==> config.mk <==
export PLATFORM = sky130hd
export DESIGN_NAME = fpx_status_recorder
export DESIGN_NICKNAME = d
export VERILOG_FILES = /design/src/rtl/fpx_pkg.sv /design/src/rtl/fpx_trap_judge.sv /design/src/rtl/fpx_field_merge.sv /design/src/rtl/fpx_pc_adv.sv /design/src/rtl/fpx_status_recorder.sv
export SDC_FILE = /design/constraint.sdc
export NUM_CORES = 1
export LEC_CHECK = 0
export ABC_AREA = 1
export BUFFER_PORTS_ARGS = -buffer_cell sky130_fd_sc_hd__buf_2
export CAP_MARGIN = 0
export CORE_ASPECT_RATIO = 0.75
export CORE_MARGIN = 5
export CORE_UTILIZATION = 46
export CTS_BUF_LIST = sky130_fd_sc_hd__clkbuf_16
export CTS_CLUSTER_SIZE = 12
export DETAILED_ROUTE_END_ITERATION = 8
export PLACE_DENSITY = 0.81
export SYNTH_ARGS = -nofsm -noshare
export SYNTH_HDL_FRONTEND = slang
export SYNTH_SLANG_ARGS = --single-unit
==> constraint.sdc <==
create_clock -name clk -period 2.6 [get_ports clk]
set_input_delay 0 -clock clk [delete_from_list [all_inputs] [get_ports clk]]
set_output_delay 0 -clock clk [all_outputs]
set_load 0.1 [all_outputs]
==> src/rtl/fpx_pkg.sv <==
package fpx_pkg;
  localparam int FLAG_N  = 5;
  localparam int CUR_LSB = 0;
  localparam int ACC_LSB = 5;
  localparam int TT_LSB  = 14;
  localparam int TT_W    = 3;
  localparam int TEM_LSB = 23;
  localparam int TOP_BIT = TEM_LSB + FLAG_N - 1;
  localparam logic [TT_W-1:0] TT_IEEE = 3'd1;

  typedef logic [FLAG_N-1:0] fpx_flags_t;

  // The priority order matches the bit order, so the highest set bit wins.
  function automatic fpx_flags_t fpx_keep_top(input fpx_flags_t f);
    fpx_flags_t r;
    r = '0;
    for (int i = 0; i < FLAG_N; i++)
      if (f[i]) r = fpx_flags_t'(1) << i;
    return r;
  endfunction

  function automatic logic fpx_would_trap(input fpx_flags_t raw, input fpx_flags_t tem);
    return |(raw & tem);
  endfunction
endpackage

==> src/rtl/fpx_trap_judge.sv <==
module fpx_trap_judge
  import fpx_pkg::*;
(
  input  fpx_flags_t raw_flags,
  input  fpx_flags_t tem_mask,
  output logic       trap,
  output fpx_flags_t res_flags
);
  fpx_flags_t enabled_hit;

  always_comb begin
    enabled_hit = raw_flags & tem_mask;
    trap        = fpx_would_trap(raw_flags, tem_mask);
    res_flags   = trap ? fpx_keep_top(enabled_hit) : raw_flags;
  end
endmodule

==> src/rtl/fpx_field_merge.sv <==
module fpx_field_merge
  import fpx_pkg::*;
#(
  parameter int STAT_W = 64
) (
  input  logic [STAT_W-1:0] stat_cur,
  input  fpx_flags_t        res_flags,
  input  logic              trap,
  output logic [STAT_W-1:0] stat_nxt
);
  always_comb begin
    stat_nxt = stat_cur;
    stat_nxt[CUR_LSB +: FLAG_N] = res_flags;
    if (trap)
      stat_nxt[TT_LSB +: TT_W] = TT_IEEE;
    else
      stat_nxt[ACC_LSB +: FLAG_N] = stat_cur[ACC_LSB +: FLAG_N] | res_flags;
  end
endmodule

==> src/rtl/fpx_pc_adv.sv <==
module fpx_pc_adv #(
  parameter int PC_W    = 64,
  parameter int PC_STEP = 4
) (
  input  logic [PC_W-1:0] pc_cur,
  input  logic [PC_W-1:0] npc_cur,
  input  logic            trap,
  output logic [PC_W-1:0] pc_nxt,
  output logic [PC_W-1:0] npc_nxt
);
  localparam logic [PC_W-1:0] STEP = PC_W'(PC_STEP);

  always_comb begin
    if (trap) begin
      pc_nxt  = pc_cur;
      npc_nxt = npc_cur;
    end else begin
      pc_nxt  = npc_cur;
      npc_nxt = npc_cur + STEP;
    end
  end
endmodule

==> src/rtl/fpx_status_recorder.sv <==
module fpx_status_recorder
  import fpx_pkg::*;
#(
  parameter int STAT_W  = 64,
  parameter int PC_W    = 64,
  parameter int PC_STEP = 4
) (
  input  logic              clk,
  input  logic              rst,
  input  logic              op_valid,
  input  logic [4:0]        op_flags,
  input  logic [STAT_W-1:0] status_in,
  input  logic [PC_W-1:0]   pc_in,
  input  logic [PC_W-1:0]   npc_in,
  output logic [STAT_W-1:0] status_out,
  output logic [PC_W-1:0]   pc_out,
  output logic [PC_W-1:0]   npc_out,
  output logic              trap_req
);
  // The status register must be wide enough to hold the trap-enable mask.
  initial assert (STAT_W > TOP_BIT);

  fpx_flags_t        tem_w;
  fpx_flags_t        res_w;
  logic              trap_w;
  logic [STAT_W-1:0] stat_nxt_w;
  logic [PC_W-1:0]   pc_nxt_w;
  logic [PC_W-1:0]   npc_nxt_w;

  assign tem_w = status_in[TEM_LSB +: FLAG_N];

  fpx_trap_judge u_judge (
    .raw_flags (op_flags),
    .tem_mask  (tem_w),
    .trap      (trap_w),
    .res_flags (res_w)
  );

  fpx_field_merge #(.STAT_W(STAT_W)) u_merge (
    .stat_cur  (status_in),
    .res_flags (res_w),
    .trap      (trap_w),
    .stat_nxt  (stat_nxt_w)
  );

  fpx_pc_adv #(.PC_W(PC_W), .PC_STEP(PC_STEP)) u_pc (
    .pc_cur  (pc_in),
    .npc_cur (npc_in),
    .trap    (trap_w),
    .pc_nxt  (pc_nxt_w),
    .npc_nxt (npc_nxt_w)
  );

  always_ff @(posedge clk) begin
    if (rst) begin
      status_out <= '0;
      pc_out     <= '0;
      npc_out    <= '0;
      trap_req   <= 1'b0;
    end else begin
      trap_req <= op_valid & trap_w;
      if (op_valid) begin
        status_out <= stat_nxt_w;
        pc_out     <= pc_nxt_w;
        npc_out    <= npc_nxt_w;
      end
    end
  end

  // the trap request follows from the mask and the flags seen at the strobe.
  assert_trap_match_R2: assert property (@(posedge clk) disable iff (rst)
    op_valid |=> trap_req == $past(|(op_flags & status_in[TEM_LSB +: FLAG_N])));
  assert_idle_quiet_R2: assert property (@(posedge clk) disable iff (rst)
    !op_valid |=> !trap_req);
  assert_single_flag_R3: assert property (@(posedge clk) disable iff (rst)
    trap_req |-> $countones(status_out[CUR_LSB +: FLAG_N]) == 1);
  assert_accr_kept_R5: assert property (@(posedge clk) disable iff (rst)
    (op_valid && trap_w) |=> status_out[ACC_LSB +: FLAG_N] == $past(status_in[ACC_LSB +: FLAG_N]));
  assert_ttype_set_R6: assert property (@(posedge clk) disable iff (rst)
    trap_req |-> status_out[TT_LSB +: TT_W] == TT_IEEE);
  assert_pc_held_R8: assert property (@(posedge clk) disable iff (rst)
    (op_valid && trap_w) |=> (pc_out == $past(pc_in)) && (npc_out == $past(npc_in)));
  assert_hold_R10: assert property (@(posedge clk) disable iff (rst)
    !op_valid |=> $stable(status_out) && $stable(pc_out) && $stable(npc_out));
endmodule

* After elaboration in Yosys (flattened, before gate mapping) *
Index checks and enable logic that the tools add are counted.
Widths: inputs -> output; s select.

cells by class
  bitwise operators = 3
  add/subtract/negate cells = 1
  multiplexer cells = 10
  reduce and logical (&&, ||, !) cells = 1

operators by type and width
  cell                   number
  $mux 64                2
  $add 64x3->64 const B  1
  $mux 5                 3
  $mux 3                 2
  $and 5x5->5            1
  $or 5x5->5             1
  $reduce_or 5->1        1
  $mux 4                 1
  $mux 2                 1
  $and 1x1->1            1
  $mux 1                 1

storage, ports and cells
  flip-flop bits (word level) = 193
  logic and storage cells = 19
  input port bits = 200
  output and inout port bits = 193

* Depth between registers and ports, before layout *
Gate-level depths: netlist (run 1).

  word-level depth = 9
  depth in mapped cells = 12
  mapped depth without buffers = 12

* Cells and area by module *
From an unflattened synthesis (run 1), not the netlist that was laid out.

unflattened totals
  cell total of the unflattened synthesis = 1,966
  area total of the unflattened synthesis = 11,561.1 µm²

modules (own cells, without submodules)
  module               area an instance (µm²)  instances  cells each  seq. area each (µm²)
  fpx_status_recorder  7,993.9                 1          1,220       3,863.7
  fpx_pc_adv           2,959.1                 1          645         0.0
  fpx_field_merge      501.7                   1          77          0.0
  fpx_trap_judge       106.4                   1          24          0.0

* Least setup slack after synthesis (run 1) *
Ideal clock, no wire load.

  path type = register to register
  start point = register, netlist name status_out[1]
  end point = register status_out[1]
  path buffers = 0
  setup slack = 1.280 ns
  data arrival time = 1.243 ns
  stages on the path, launching flop included = 3
  period minus slack after synthesis = 1.320 ns
  data required time = 2.523 ns
  library setup time = 0.077 ns
  path through = dfxtp_1 > a22oi_1 > o22ai_1

RTL lines
  what                    line                       RTL
  end signal: assignment  fpx_status_recorder.sv:63  status_out <= stat_nxt_w;
  end: declaration        fpx_status_recorder.sv:15  output logic [STAT_W-1:0] status_out,

* Worst setup path in the final report (run 1) *
  start point = input port op_flags[3]
  end point = register pc_out[47]

between the ends
  cells in the longest elaborated chain, start to end = 3

ends and longest elaborated chain
  what                    line                       RTL
  start: declaration      fpx_status_recorder.sv:11  input logic [4:0] op_flags,
  $and 5x5->5             fpx_pkg.sv:23              return |(raw & tem);
  $reduce_or 5->1         fpx_pkg.sv:23
  $mux 64                 fpx_pc_adv.sv:14           if (trap) begin
  end signal: assignment  fpx_status_recorder.sv:64  pc_out <= pc_nxt_w;
  end: declaration        fpx_status_recorder.sv:16  output logic [PC_W-1:0] pc_out,

No other way between the ends.
A chain may end at the register's enable or synchronous reset.

==> impl_results.md, run 1 <==
* Max FO, Critical Path at 28
* Final worst path period need at 2390 ps
* All-Layer GR Usage at 0.336
* Netlist cell types at 38
* # IOs at 393
* CP Launch Type: input pin
* # setup viols final at 0
* Total Wirelength at 41.5 mm
* CTS tree: yes
* DP HPWL at 25.9 mm
* Maximum clock insertion buffer count at 2
* Core area at 20200 µm²
* Crit Path Category: in2reg
* Chip Width at 175 µm
* Drt first-iter violations at 1166
* Root Driver: clkbuf_16
* Syn-to-layout area delta at 56.1%
* WP data required at 2980 ps
* Syn_nets at 1609
* Drc violations at 0
* Count of final max-slew check failures at 0
* Mapped cell area at 9400 µm²
* Layout cells sized above 1 at 0.245
* Number of flops mapped to enable cells by yosys at 0
* Slew HR at 0.570
* Initial antenna violation count at 1
* Vias in the first global route at 12300
* CP endpoint kind: register
* Post-place setup slack at 647 ps
* Commonest non-fill, non-tap cell in the layout: buf_2
* Leak at 0.00712 µW
* Final ANT Viol Nets at 0
* Depth of the CTS H-tree at 4
* FILL cells at 1503
* Register area share after synthesis at 0.411
* Peak VDD IR at 0.460 mV
* Period utilization at 0.919
* Prevailing post-synth register cell: dfxtp_1
* Drt first pass iters at 9
* Register area at 3860 µm²
* Largest net degree at the start of global routing at 153
* DR WL/cell at 18.2 µm
* # rows at 45
* Worst-margin pin slew at 644 ps
* Port Buffers at 387
* Max Clk Rate at 418 MHz
* Remaining Overflow, GRT at 0
* Status: finished, final reports clean
* Nets at 2206
* PD cells at 631 nW/µm²
* Die Y at 134 µm
* Via density at 5.45
* DR vias at 12400
* RePlAce Congestion at 1.00
* Hold/Removal Path Class: in2reg
* Reg2Reg Depth at 3
* Post-synthesis instance total at 1408
* Hold path cells at 4
* RSZ-0062 raised after global routing: no
* Mean post-synth cell area at 6.68 µm²
* Clock transition at the registers of the reported paths at 90 ps
* Area of the multi-input gates at 4830 µm²
* Asr flop ratio synth at 0
* First-pass GRT wire length at 63.9 mm
* Setup slack after layout at 210 ps
* Post-cts resize count at 0
* Yosys warns at 0
* Critical Path AT at 2770 ps
* Clock latency on the worst-skew pair at 440 ps
* TritonCTS buffer count at 17
* Final setup TNS at 0 ps
* Final Hold Violating Endpoints at 0
* Max cap viols at 0
* Commonest non-fill, non-tap cells in the layout: 386 x buf_2, 336 x nand2_1, 251 x dlygate4sd3_1
* Initial Util at 0.467
* Fin Clk Skew at 0 ps
* Flops & latches, synth at 193
* Clock sink count at 193
* Die area at 23400 µm²
-- state kept, by name, indices dropped and copies added, names as in the netlist --
name        flops
npc_out        64
pc_out         64
status_out     64
trap_req        1
-- synthesized netlist by cell type (14+ instances only) --
| library cell | count | area, µm² |
|---|---|---|
| nand2_1 | 337 | 1260 |
| nor2_1 | 245 | 920 |
| dfxtp_1 | 193 | 3860 |
| o21ai_0 | 166 | 831 |
| inv_1 | 94 | 353 |
| a31oi_1 | 64 | 400 |
| a21oi_1 | 52 | 260 |
| nand3_1 | 50 | 250 |
| clkbuf_1 | 48 | 180 |
| buf_2 | 30 | 150 |
| nor2_2 | 16 | 100 |
| nand4_1 | 14 | 87.6 |
-- worst max-delay path, stage by stage --
cell and delay, ps:
dlygate4sd3_1 530, buf_2 140, nand2_1 80, nand2_1 230, inv_1 140, nand2_4 330, buf_4 400, nand2_1 110
a31oi_1 180, dlygate4sd3_1 590
-- power breakdown --
part | switching, µW | leakage (µW) | total (µW) | internal (µW)
Clock | 1360 | 0.000313 | 2860 | 1490
Sequential | 109 | 0.00160 | 3280 | 3170
Combinational | 2370 | 0.00521 | 3120 | 749
Total | 3840 | 0.00712 | 9250 | 5410
-- cell families (layout without fill, tap and decap cells) --
logic type,Yosys count,after routing,share of synthesized area
flops,193,193,0.411
buf+inv,181,790,0.0778
compound gates,308,308,0.177
fa+ha+maj,1,1,0.00133
other cells,0,3,0
xor+xnor,17,17,0.0158
simple gates,708,709,0.317
-- through the flow --
| stage | hold WS, ps | power (µW) | cell area [µm²] | util | instances |
|---|---|---|---|---|---|
| floorplan | 135 | 5430 | 9400 | - | 1408 |
| global placement | 221 | 6010 | 11500 | 0.570 | 1988 |
| detailed placement | 228 | 6040 | 11500 | 0.570 | 1988 |
| CTS | 6.59 | 9160 | 14600 | 0.726 | 2271 |
| global route | 33.6 | 9530 | 14700 | 0.728 | 2277 |
| finish | 17.0 | 9250 | 14700 | 0.728 | 2279 |
-- area by class of cell --
class                   instances  share of cell area
inverters                      98              0.0252
multi-input cells            1035               0.329
diodes                          3            0.000511
well taps                     258              0.0220
clock buffers                  17              0.0290
repair buffers                660               0.317
clock inverters                15              0.0143
flip-flops and latches        193               0.263
-- repair_timing --
action                                  CTS  global route
buffers inserted                          0             4
hold buffers                            251             0
endpoints found under the setup margin    0             2
endpoints found under the hold margin   188             0
-- per-layer routing --
layer | wire (µm) | share of wire | global-route usage | vias up
li1 | - | - | - | 5778
met1 | 16500 | 0.40 | 0.420 | 5622
met2 | 18600 | 0.45 | 0.534 | 860
met3 | 4390 | 0.11 | 0.101 | 171
met4 | 1950 | 0.047 | 0.156 | 0
met5 | 0 | 0 | 0 | -
-- final timing paths --
check              start             end  slack, ps
max reg2reg   pc_out[22]      pc_out[22]       1280
min reg2reg   pc_out[26]      pc_out[26]        470
max          op_flags[3]      pc_out[47]        210
min                  rst  status_out[12]         20
Power figures use the tool's default switching activity.
==> run 2, diff against run 1 <==
ABC_AREA = unset   (was 1)
PLACE_DENSITY = 0.82   (was 0.81)
clock period = 3.1 ns   (was 2.6 ns; I/O delays follow)
==> run 2 against run 1 <==
Cell area shrank 3.3%. Global-route usage is 0.65 points higher. Utilization up 1.1 points.
==> impl_results.md, run 2 <==
* Depth of the CTS H-tree at 4 (unchanged)
* Max cap viols at 0 (unchanged)
* Mean post-synth cell area at 8.19 µm² (was 6.68 µm²)
* Hold path cells at 4 (unchanged)
* Drt first pass iters at 9 (unchanged)
* RSZ-0062 raised after global routing: no (unchanged)
* Clock sink count at 193 (unchanged)
* Die Y at 131 µm (was 134 µm)
* Reg2reg start: pc_out[55] (was pc_out[22])
* Pwr Total at 7510 µW (was 9250 µW)
* Vias in the first global route at 11300 (was 12300)
* Largest net degree at the start of global routing at 130 (was 153)
* Area of the multi-input gates at 4730 µm² (was 4830 µm²)
* # setup viols final at 0 (unchanged)
* Drt first-iter violations at 1258 (was 1166)
* # rows at 44 (was 45)
* Syn_nets at 1291 (was 1609)
* RePlAce Congestion at 0.901 (was 1.00)
* Port Buffers at 387 (unchanged)
* Asr flop ratio synth at 0 (unchanged)
* Peak VDD IR at 0.433 mV (was 0.460 mV)
* CP cell instances: dlygate4sd3_1 -> buf_2 -> a222oi_1 -> buf_4 -> and3_1 -> nand4_1 -> or3_1 -> a311oi_1 -> dlygate4sd3_1 (was dlygate4sd3_1 -> buf_2 -> nand2_1 -> nand2_1 -> inv_1 -> nand2_4 -> buf_4 -> nand2_1 -> a31oi_1 -> dlygate4sd3_1)
* Max FO, Critical Path at 9 (was 28)
* Commonest non-fill, non-tap cells in the layout: 385 x buf_2, 254 x dlygate4sd3_1, 197 x nor2_1 (was 386 x buf_2, 336 x nand2_1, 251 x dlygate4sd3_1)
* Slew HR at 0.421 (was 0.570)
* DR vias at 11600 (was 12400)
* Total Wirelength at 40.2 mm (was 41.5 mm)
* First-pass GRT wire length at 61.1 mm (was 63.9 mm)
* Root Driver: clkbuf_16 (unchanged)
* Prevailing post-synth register cell: dfxtp_1 (unchanged)
* Fin Clk Skew at 0 ps (unchanged)
* Syn-to-layout area delta at 59.1% (was 56.1%)
* Layout cells sized above 1 at 0.258 (was 0.245)
* Share of Yosys cell area claimed by the top area cell type at 0.433 (was 0.411)
* Hold/Removal Path Class: in2reg (unchanged)
* # IOs at 393 (unchanged)
* Crit Path Category: in2reg (unchanged)
* PD cells at 529 nW/µm² (was 631 nW/µm²)
* Flops & latches, synth at 193 (unchanged)
* Post-cts resize count at 0 (unchanged)
* DP HPWL at 22.7 mm (was 25.9 mm)
* Hold endpoint: npc_out[34] (was status_out[12])
* Remaining Overflow, GRT at 0 (unchanged)
* Clock latency on the worst-skew pair at 420 ps (was 440 ps)
* Number of flops mapped to enable cells by yosys at 0 (unchanged)
* Die area at 22300 µm² (was 23400 µm²)
* Final worst path period need at 2820 ps
* Chip Width at 171 µm (was 175 µm)
* Slowest CP cell: dlygate4sd3_1 (unchanged)
* Initial Util at 0.464 (was 0.467)
* Maximum clock insertion buffer count at 2 (unchanged)
* Core area at 19200 µm² (was 20200 µm²)
* Most common cell in the netlist: nor2_1 (was nand2_1)
* Nets at 1885 (was 2206)
* Register area share after synthesis at 0.433 (was 0.411)
* WP data required at 3470 ps (was 2980 ps)
* HP Start: npc_in[34] (was rst)
* FILL cells at 1258 (was 1503)
* Worst-margin pin slew at 868 ps (was 644 ps)
* Final Hold Violating Endpoints at 0 (unchanged)
* Max Clk Rate at 354 MHz
* Final ANT Viol Nets at 0 (unchanged)
* Count of final max-slew check failures at 0 (unchanged)
* CP endpoint kind: register (unchanged)
* Reg2Reg Setup Slack at 1650 ps (was 1280 ps)
* Netlist cell types at 46 (was 38)
* Synth top area cells: dfxtp_1 43%, a311oi_1 8.6%, nor2_1 8.3%, nand2_1 7.0%, mux2i_1 5.9% (was dfxtp_1 41%, nand2_1 13%, nor2_1 9.8%, o21ai_0 8.8%, a31oi_1 4.3%)
* Commonest cells post-synth: 197 x nor2_1, 193 x dfxtp_1, 167 x nand2_1 (was 337 x nand2_1, 245 x nor2_1, 193 x dfxtp_1)
* Reg2Reg Depth at 3 (unchanged)
* Largest area contributor in the netlist: dfxtp_1 (unchanged)
* Period utilization at 0.911
* Register area at 3860 µm² (unchanged)
* Status: finished, final reports clean (unchanged)
* Final setup TNS at 0 ps (unchanged)
* Yosys warns at 0 (unchanged)
* TritonCTS buffer count at 17 (unchanged)
* Drc violations at 0 (unchanged)
* Commonest non-fill, non-tap cell in the layout: buf_2 (unchanged)
* All-Layer GR Usage at 0.342 (was 0.336)
* Critical Path AT at 3200 ps (was 2770 ps)
* Mapped cell area at 8920 µm² (was 9400 µm²)
* Leak at 0.00637 µW (was 0.00712 µW)
* Crit-path max cell delay at 580 ps (was 590 ps)
* CTS tree: yes (unchanged)
* Via density at 5.96 (was 5.45)
* CP dominant cell by count: dlygate4sd3_1 (was nand2_1)
* Initial antenna violation count at 2 (was 1)
* DR WL/cell at 20.6 µm (was 18.2 µm)
* Largest regs: npc_out: 64 flops, pc_out: 64 flops, status_out: 64 flops (unchanged)
* CP Launch Type: input pin (unchanged)
* Post-synthesis instance total at 1090 (was 1408)
* Reg-to-Reg End: pc_out[55] (was pc_out[22])
* Clock transition at the registers of the reported paths at 70 ps (was 90 ps)
run 2: cell count changes after synthesis, sizes merged, moves of 40 or more:
cell,previous run,this run
a311oi,0,88
a21oi,54,14
a31oi,64,1
o21ai,176,13
nor2,271,197
nand2,347,168
mux2i,0,53
inv,97,5
run 2: metrics by stage:
| stage | worst slack [ps] | cells | utilization | instance area, µm² | hold WS (ps) |
|---|---|---|---|---|---|
| finish | 276 | 1951 | 0.739 | 14200 | 35.1 |
| global route | 198 | 1950 | 0.739 | 14200 | 38.2 |
| CTS | 76.5 | 1947 | 0.738 | 14200 | 8.63 |
| detailed placement | 595 | 1662 | 0.576 | 11100 | 241 |
| global placement | 710 | 1662 | 0.576 | 11100 | 232 |
| floorplan | 793 | 1090 | - | 8920 | 147 |
run 2: what timing repair did:
item / CTS / global route
endpoints found under the hold margin: 185 / 0
setup buffers: 0 / 2
endpoints found under the setup margin: 0 / 1
hold buffers: 254 / 0
run 2: how the worst max path moves through the flow:
stage,from,endpoint,slack [ps]
2_1_floorplan,op_flags[2],npc_out[57],790
3_3_place_gp,op_flags[2],npc_out[49],710
3_5_place_dp,npc_in[17],npc_out[54],590
4_1_cts,npc_in[20],npc_out[38],80
5_1_grt,npc_in[13],npc_out[37],200
6_report,op_flags[2],npc_out[37],280
run 2: kinds of logic after synthesis:
kind of cell,Yosys count,share of synthesized area
DFF,193,0.433
muxes,53,0.0595
and+or+nand+nor,546,0.282
buffers and inverters,89,0.0374
AOI/OAI and AO/OA,178,0.157
adders and majority gates,1,0.00140
xor gates and xnor gates,30,0.0294
run 2: metal layers:
| metal | up-vias | GRT usage | routed length (µm) |
|---|---|---|---|
| met3 | 188 | 0.0863 | 4320 |
| met1 | 5402 | 0.415 | 15000 |
| met4 | 2 | 0.178 | 2070 |
| met5 | - | 0 | 14 |
| met2 | 870 | 0.568 | 18800 |
| li1 | 5163 | - | - |
run 2: report_power, final:
group	leakage, µW	internal, µW	switching, µW
combinational	0.00449	643	1900
clock	0.000280	1140	1080
sequential	0.00160	2650	98.8
run 2: final cells by class:
type | count | area share
Clock buffer | 17 | 0.0300
Inverter | 5 | 0.00132
Tap cell | 253 | 0.0223
Antenna cell | 2 | 0.000353
Sequential cell | 193 | 0.272
Timing Repair Buffer | 659 | 0.331
Multi-Input combinational cell | 808 | 0.333
Clock inverter | 14 | 0.0104
run 2: critical path, delay by kind of cell:
| kind | cells | cell delay, ps |
|---|---|---|
| AOI/OAI and AO/OA | 2 | 580 |
| buffers and inverters | 4 | 1570 |
| and+or+nand+nor | 3 | 1040 |
